File: src/rtl/bt_pkg.sv
package bt_pkg;
  localparam int CTL_ADDR_W = 4;
  localparam int CMD_W      = 2;

  // read addresses
  localparam logic [CTL_ADDR_W-1:0] RD_STATUS   = 4'd0;
  localparam logic [CTL_ADDR_W-1:0] RD_CMD_HEAD = 4'd1;
  localparam logic [CTL_ADDR_W-1:0] RD_BUF_HEAD = 4'd2;
  // write addresses; 4..7 issue a bridge beat, low bits give the command
  localparam logic [CTL_ADDR_W-1:0] WR_MODE     = 4'd0;
  localparam logic [CTL_ADDR_W-3:0] WR_ISSUE_PG = 2'd1;
  localparam logic [CTL_ADDR_W-1:0] WR_CMD_POP  = 4'd8;
  localparam logic [CTL_ADDR_W-1:0] WR_BUF_POP  = 4'd9;
  localparam logic [CTL_ADDR_W-1:0] WR_RET_PUSH = 4'd10;

  typedef struct packed {
    logic outOwn;
    logic inOwn;
    logic issue;
    logic cmdPop;
    logic bufPop;
    logic retPush;
  } strobes_t;
endpackage

File: src/rtl/bt_ctrl.sv
module bt_ctrl
  import bt_pkg::*;
(
  input  logic                  clk,
  input  logic                  rstN,
  input  logic                  ctlWr,
  input  logic [CTL_ADDR_W-1:0] ctlAddr,
  input  logic [1:0]            modeBits,
  input  logic                  seqBusy,
  input  logic                  brInValid,
  input  logic                  bufEmpty,
  output strobes_t              strb
);
  logic outReqQ, inReqQ, outOwnQ, inOwnQ;
  logic modeWr, outReqD, inReqD, outIdle, inIdle;

  assign modeWr  = ctlWr && (ctlAddr == WR_MODE);
  assign outReqD = modeWr ? modeBits[0] : outReqQ;
  assign inReqD  = modeWr ? modeBits[1] : inReqQ;
  assign outIdle = !seqBusy;
  assign inIdle  = !brInValid && bufEmpty;

  always_ff @(posedge clk or negedge rstN) begin
    if (!rstN) begin
      outReqQ <= 1'b0;
      inReqQ  <= 1'b0;
      outOwnQ <= 1'b0;
      inOwnQ  <= 1'b0;
    end else begin
      outReqQ <= outReqD;
      inReqQ  <= inReqD;
      if (outIdle) outOwnQ <= outReqD;
      if (inIdle)  inOwnQ  <= inReqD;
    end
  end

  always_comb begin
    strb.outOwn  = outOwnQ;
    strb.inOwn   = inOwnQ;
    strb.issue   = outOwnQ && ctlWr && (ctlAddr[CTL_ADDR_W-1:2] == WR_ISSUE_PG);
    strb.cmdPop  = outOwnQ && ctlWr && (ctlAddr == WR_CMD_POP);
    strb.bufPop  = inOwnQ  && ctlWr && (ctlAddr == WR_BUF_POP);
    strb.retPush = inOwnQ  && ctlWr && (ctlAddr == WR_RET_PUSH);
  end

  // a switch of the outbound owner only happens on an idle sequencer
  assert_out_switch_idle_R4: assert property (@(posedge clk) disable iff (!rstN)
    (outOwnQ != $past(outOwnQ)) |-> !$past(seqBusy));
  // a switch of the inbound owner only happens with no word offered and an empty buffer
  assert_in_switch_idle_R4: assert property (@(posedge clk) disable iff (!rstN)
    (inOwnQ != $past(inOwnQ)) |-> (!$past(brInValid) && $past(bufEmpty)));
endmodule

File: src/rtl/bt_datapath.sv
module bt_datapath
  import bt_pkg::*;
#(
  parameter int DATA_W    = 32,
  parameter int CNT_W     = 5,
  parameter int BUF_DEPTH = 2
) (
  input  logic                  clk,
  input  logic                  rstN,
  input  strobes_t              strb,
  input  logic [CTL_ADDR_W-1:0] ctlAddr,
  input  logic [DATA_W-1:0]     ctlWData,
  output logic [DATA_W-1:0]     ctlRdData,
  input  logic [DATA_W-1:0]     cmdQData,
  input  logic                  cmdQValid,
  output logic                  cmdQDeq,
  input  logic [CNT_W-1:0]      cmdQCount,
  output logic [DATA_W-1:0]     seqData,
  output logic                  seqValid,
  input  logic                  seqDeq,
  input  logic [DATA_W-1:0]     seqAd,
  input  logic [CMD_W-1:0]      seqCmd,
  input  logic                  seqAdValid,
  input  logic                  seqBusy,
  output logic [DATA_W-1:0]     brAd,
  output logic [CMD_W-1:0]      brCmd,
  output logic                  brAdValid,
  input  logic [DATA_W-1:0]     brIn,
  input  logic                  brInValid,
  output logic                  brInReady,
  output logic [DATA_W-1:0]     retData,
  output logic                  retEnq,
  input  logic                  retReady,
  input  logic [CNT_W-1:0]      retCount,
  output logic                  bufEmpty
);
  localparam int PTR_W  = (BUF_DEPTH > 1) ? $clog2(BUF_DEPTH) : 1;
  localparam int BCNT_W = $clog2(BUF_DEPTH + 1);
  localparam int ST_W   = 2 * CNT_W + BCNT_W + 3;
  localparam logic [BCNT_W-1:0] FULL_LVL = BCNT_W'(BUF_DEPTH);
  localparam logic [PTR_W-1:0]  LAST_PTR = PTR_W'(BUF_DEPTH - 1);

  logic [DATA_W-1:0] bufMem [BUF_DEPTH];
  logic [PTR_W-1:0]  rdPtr, wrPtr;
  logic [BCNT_W-1:0] bufCount;
  logic bufFull, push, pop;
  logic [ST_W-1:0] statusWord;

  // outbound direction
  assign seqData   = cmdQData;
  assign seqValid  = strb.outOwn ? 1'b0 : cmdQValid;
  assign cmdQDeq   = strb.outOwn ? (strb.cmdPop && cmdQValid) : seqDeq;
  assign brAd      = strb.outOwn ? (strb.issue ? ctlWData : '0) : seqAd;
  assign brCmd     = strb.outOwn ? (strb.issue ? ctlAddr[CMD_W-1:0] : '0) : seqCmd;
  assign brAdValid = strb.outOwn ? strb.issue : seqAdValid;

  // inbound direction
  assign bufFull   = (bufCount == FULL_LVL);
  assign bufEmpty  = (bufCount == '0);
  assign push      = strb.inOwn && brInValid && !bufFull;
  assign pop       = strb.bufPop && !bufEmpty;
  assign brInReady = strb.inOwn ? !bufFull : retReady;
  assign retData   = strb.inOwn ? (strb.retPush ? ctlWData : '0) : brIn;
  assign retEnq    = strb.inOwn ? (strb.retPush && retReady) : (brInValid && retReady);

  always_ff @(posedge clk) begin
    if (push) bufMem[wrPtr] <= brIn;
  end

  always_ff @(posedge clk or negedge rstN) begin
    if (!rstN) begin
      rdPtr    <= '0;
      wrPtr    <= '0;
      bufCount <= '0;
    end else begin
      if (push) wrPtr <= (wrPtr == LAST_PTR) ? '0 : wrPtr + 1'b1;
      if (pop)  rdPtr <= (rdPtr == LAST_PTR) ? '0 : rdPtr + 1'b1;
      case ({push, pop})
        2'b10:   bufCount <= bufCount + 1'b1;
        2'b01:   bufCount <= bufCount - 1'b1;
        default: bufCount <= bufCount;
      endcase
    end
  end

  // side-effect-free read port
  assign statusWord = {seqBusy, strb.inOwn, strb.outOwn, bufCount, retCount, cmdQCount};

  always_comb begin
    case (ctlAddr)
      RD_STATUS:   ctlRdData = DATA_W'(statusWord);
      RD_CMD_HEAD: ctlRdData = cmdQData;
      RD_BUF_HEAD: ctlRdData = bufEmpty ? '0 : bufMem[rdPtr];
      default:     ctlRdData = '0;
    endcase
  end

  assert_buf_bound_R7: assert property (@(posedge clk) disable iff (!rstN)
    bufCount <= FULL_LVL);
  assert_push_grows_R7: assert property (@(posedge clk) disable iff (!rstN)
    (push && !pop) |=> (bufCount == $past(bufCount) + 1'b1));
  assert_pop_shrinks_R8: assert property (@(posedge clk) disable iff (!rstN)
    (strb.bufPop && !bufEmpty && !push) |=> (bufCount == $past(bufCount) - 1'b1));
  assert_no_ret_leak_R9: assert property (@(posedge clk) disable iff (!rstN)
    (strb.inOwn && retEnq) |-> strb.retPush);
endmodule

File: src/rtl/bridge_takeover.sv
module bridge_takeover
  import bt_pkg::*;
#(
  parameter int DATA_W    = 32,
  parameter int CNT_W     = 5,
  parameter int BUF_DEPTH = 2
) (
  input  logic                  clk,
  input  logic                  rstN,
  input  logic [DATA_W-1:0]     cmdQData,
  input  logic                  cmdQValid,
  output logic                  cmdQDeq,
  input  logic [CNT_W-1:0]      cmdQCount,
  output logic [DATA_W-1:0]     seqData,
  output logic                  seqValid,
  input  logic                  seqDeq,
  input  logic [DATA_W-1:0]     seqAd,
  input  logic [CMD_W-1:0]      seqCmd,
  input  logic                  seqAdValid,
  input  logic                  seqBusy,
  output logic [DATA_W-1:0]     brAd,
  output logic [CMD_W-1:0]      brCmd,
  output logic                  brAdValid,
  input  logic [DATA_W-1:0]     brIn,
  input  logic                  brInValid,
  output logic                  brInReady,
  output logic [DATA_W-1:0]     retData,
  output logic                  retEnq,
  input  logic                  retReady,
  input  logic [CNT_W-1:0]      retCount,
  input  logic [CTL_ADDR_W-1:0] ctlAddr,
  input  logic                  ctlWr,
  input  logic [DATA_W-1:0]     ctlWData,
  output logic [DATA_W-1:0]     ctlRdData
);
  strobes_t strb;
  logic     bufEmpty;

  bt_ctrl u_ctrl (
    .clk(clk), .rstN(rstN), .ctlWr(ctlWr), .ctlAddr(ctlAddr),
    .modeBits(ctlWData[1:0]), .seqBusy(seqBusy), .brInValid(brInValid),
    .bufEmpty(bufEmpty), .strb(strb)
  );

  bt_datapath #(.DATA_W(DATA_W), .CNT_W(CNT_W), .BUF_DEPTH(BUF_DEPTH)) u_dp (
    .clk(clk), .rstN(rstN), .strb(strb), .ctlAddr(ctlAddr), .ctlWData(ctlWData),
    .ctlRdData(ctlRdData), .cmdQData(cmdQData), .cmdQValid(cmdQValid),
    .cmdQDeq(cmdQDeq), .cmdQCount(cmdQCount), .seqData(seqData), .seqValid(seqValid),
    .seqDeq(seqDeq), .seqAd(seqAd), .seqCmd(seqCmd), .seqAdValid(seqAdValid),
    .seqBusy(seqBusy), .brAd(brAd), .brCmd(brCmd), .brAdValid(brAdValid),
    .brIn(brIn), .brInValid(brInValid), .brInReady(brInReady), .retData(retData),
    .retEnq(retEnq), .retReady(retReady), .retCount(retCount), .bufEmpty(bufEmpty)
  );
endmodule

File: config.mk
export PLATFORM = sky130hd
export DESIGN_NAME = bridge_takeover
export DESIGN_NICKNAME = d
export VERILOG_FILES = /design/src/rtl/bt_pkg.sv /design/src/rtl/bt_ctrl.sv /design/src/rtl/bt_datapath.sv /design/src/rtl/bridge_takeover.sv
export SDC_FILE = /design/constraint.sdc
export NUM_CORES = 1
export LEC_CHECK = 0
export BUFFER_PORTS_ARGS = -buffer_cell sky130_fd_sc_hd__buf_2
export CELL_PAD_IN_SITES_DETAIL_PLACEMENT = 1
export CELL_PAD_IN_SITES_GLOBAL_PLACEMENT = 1
export CORE_MARGIN = 10
export CORE_UTILIZATION = 27
export DETAILED_ROUTE_END_ITERATION = 12
export PLACE_DENSITY = 0.85
export SYNTH_ARGS = -nofsm -noshare
export SYNTH_HDL_FRONTEND = slang
export SYNTH_HIERARCHICAL = 1
export SYNTH_SLANG_ARGS = --single-unit
File: constraint.sdc
create_clock -name clk -period 2.92 [get_ports clk]
set_clock_uncertainty 0.15 [all_clocks]
set_input_delay 0.146 -clock clk [delete_from_list [all_inputs] [get_ports clk]]
set_output_delay 0.146 -clock clk [all_outputs]
set_load 0.005 [all_outputs]
==> out/metrics.cfg <==
[placement]
place.gp.congestion = 0.854
io_buffers = 287
post-place-cells = 931
hpwl_mm = 15.5

[routing]
drtIter0Drc = 151
drc = 0
ant_nets = 0
routed_via_density = 4.75
detail_route.first_pass.iterations = 4
wl_per_cell_um = 20.3
num_vias = 4658
routed_wl_mm = 19.9

[setup_path]
arrival_ns = 2.11
worst_setup_path_end_kind = output port
regToRegSetupSlack_ns = 0.89
reg2regPathDepth = 4
r2r-start = u_dp/bufCount[0]$_DFFE_PN0P_
r2r_end = u_dp/bufMem[0][31]$_DFFE_PP_
path_class = reg2out
path_max_fanout = 17
worstPathRequired_ns = 2.62
startpoint_type = flop

[sta]
setup_viol = 0
fmax_ghz = 0.415
finalHoldViolCount = 0
maxSlewViolCount = 0
fin_crit_sh_pct = 82.5
whs_ns = 0.0468
min_period_ns = 2.41
rsz0062_at_grt = false
relSlewSlack_pct = 48.2
fin_setup_tns_ns = 0
worst_pin_slew_ns = 0.776

[yosys]
synth_cell_types = 32
ys_seq_area_share_pct = 48.0
ys.warnings.count = 6
yosysTopAreaCell = edfxtp_1
synthCells = 479
synth_seq_cells = 72
synth_top_area_share_pct = 43.5
syn-num-nets = 633
syn_area_per_cell_um2 = 9.23
synth_area_mm2 = 0.00442
synthTopCellsByArea = edfxtp_1 43%, o21ai_0 10%, mux2i_1 7.5%

[layout]
register_area_mm2 = 0.00212
antenna_cells = 0
nFillCells = 1913
final_cells = 980
multi_input_area_mm2 = 0.00165
area_delta_synth_final_pct = 46.5
drive_gt1_share_pct = 42.7
fin_nets = 915

[clock_tree]
ctsResizeCount = 0
post-cts-setup-buffers = 0
cts_tree = built
numCtsBuffers = 9
clockBufferDepth = 2
clock_latency_ns = 0.32
cts_sinks = 72
cts_root_buffer = clkbuf_16
clk_pin_slew_worst_paths_ns = 0.06
h-tree-depth = 3

[floorplan]
initial_utilization_pct = 27.7
die-area_mm2 = 0.0219
boundaryPins = 288
die_w_um = 148
chipHeight_um = 148
placementRows = 46
coreArea_mm2 = 0.0159

[run]
cap_violations = 0

[pwr]
leakagePower_nw = 3.09
vdd_drop_max_mv = 0.284
power.density_mw_per_mm2 = 601

[grt]
grt_max_degree = 66
overflow = 0
grt_pass1_wl_mm = 29.5
grt_pass1_vias = 5229
grt_util_all_layers_pct = 17.3
antenna_found_initial = 1

[hold_path]
holdCritStartpoint = brInValid
min_delay_worst_endpoint = u_ctrl/inOwnQ$_DFFE_PN0P_
hold_depth = 4
hold_path.class = in2reg

[outcome]
status = finished clean

## cells by family after synthesis
group           share of synthesized area [%]
buf+inv                                  15.1
compound gates                           14.7
flops                                    48.0
xor+xnor                                0.991
fa+ha+maj                               0.283
mux                                      7.98
simple gates                             12.9
## cell type report
type	count	area share, %
Timing Repair Buffer	335	29.3
Sequential cell	72	32.8
Tap cell	216	4.17
Inverter	69	4.00
Clock buffer	10	3.54
Clock inverter	4	0.734
Multi-Input combinational cell	274	25.5
## routing by layer
layer	vias to the layer above	GRT usage [%]	share of wire [%]
met3	32	6.72	9.2
met2	227	31.8	51
li1	2176	-	-
met1	2221	17.3	37
met5	-	0	0.065
met4	2	6.14	2.7
## synth_stat cells
| library cell | count |
|---|---|
| o21ai_0 | 88 |
| inv_1 | 69 |
| edfxtp_1 | 64 |
| nand2_1 | 50 |
| nand3_1 | 39 |
| buf_4 | 37 |
| mux2i_1 | 33 |
| a22oi_1 | 15 |
| buf_2 | 13 |
| clkbuf_1 | 12 |
| o21ai_1 | 12 |
| dfrtp_1 | 8 |
| nor2_1 | 6 |
| nor2b_1 | 6 |
| xnor2_1 | 3 |
| a31oi_1 | 2 |
| and4_1 | 2 |
| buf_6 | 2 |
| mux2_2 | 2 |
| nor3b_1 | 2 |
| o21ai_2 | 2 |
| xor2_1 | 2 |
| a21oi_1 | 1 |
| and2_1 | 1 |
| ha_1 | 1 |
| nand2b_1 | 1 |
| nand3b_2 | 1 |
| nor3_1 | 1 |
| nor4_4 | 1 |
| nor4b_1 | 1 |
| nor4b_4 | 1 |
| or4b_4 | 1 |
## worst max-delay path, stage by stage (launching register included)
cell and delay, ns:
dfrtp_1 0.44, nor2_1 0.11, nand3b_2 0.55, buf_4 0.38, o21ai_0 0.17, buf_2 0.14
## power breakdown
part / internal, mW / total (mW) / switching [mW]
clock network: 0.648 / 1.02 / 0.375
logic: 0.589 / 1.35 / 0.760
registers: 1.35 / 1.52 / 0.169
## registers in the layout, indices dropped and copies added, names as in the netlist
| name | flops |
|---|---|
| u_ctrl/inOwnQ | 1 |
| u_ctrl/outReqQ | 1 |
| u_dp/bufCount | 2 |
| u_ctrl/outOwnQ | 1 |
| u_dp/bufMem | 64 |
| u_dp/rdPtr | 1 |
| u_ctrl/inReqQ | 1 |
| u_dp/wrPtr | 1 |
## per-stage QoR
step | worst slack (ns) | util (%) | instance area [um^2] | total power, mW
2_1_floorplan | 0.176 | - | 4420 | 2.23
3_3_place_gp | 0.901 | 36.7 | 5850 | 2.83
3_5_place_dp | 0.780 | 36.7 | 5850 | 2.88
4_1_cts | 0.466 | 40.6 | 6480 | 3.96
5_1_grt | 0.338 | 40.6 | 6480 | 4.14
6_report | 0.512 | 40.6 | 6480 | 3.89
## how the worst max path moves through the flow
stage | start | end | slack (ns) | cells past startpoint
6_report | u_dp/bufCount[0]$_DFFE_PN0P_ | ctlRdData[26] | 0.51 | 5
4_1_cts | u_dp/bufCount[0]$_DFFE_PN0P_ | ctlRdData[26] | 0.47 | 5
2_1_floorplan | u_ctrl/inOwnQ$_DFFE_PN0P_ | u_dp/bufMem[0][0]$_DFFE_PP_ | 0.18 | 4
5_1_grt | u_dp/bufCount[0]$_DFFE_PN0P_ | ctlRdData[1] | 0.34 | 5
3_5_place_dp | u_dp/bufCount[0]$_DFFE_PN0P_ | ctlRdData[26] | 0.78 | 5
3_3_place_gp | u_dp/bufCount[0]$_DFFE_PN0P_ | ctlRdData[23] | 0.90 | 5
## cells in the final DEF, fill, tap and decap left out, types with 12 or more instances in the layout
cell type / count
nand2_1: 50
inv_1: 69
dlygate4sd3_1: 35
edfxtp_1: 64
o21ai_1: 12
mux2i_1: 33
buf_2: 287
nand3_1: 39
o21ai_0: 88
a22oi_1: 15
buf_4: 12
## what timing repair did
action | 4_1_cts | 5_1_grt
setup endpoints to repair | 0 | 0
hold buffers | 35 | 0
hold endpoints to repair | 74 | 0
No activity file was read; power rests on OpenSTA's default activity.
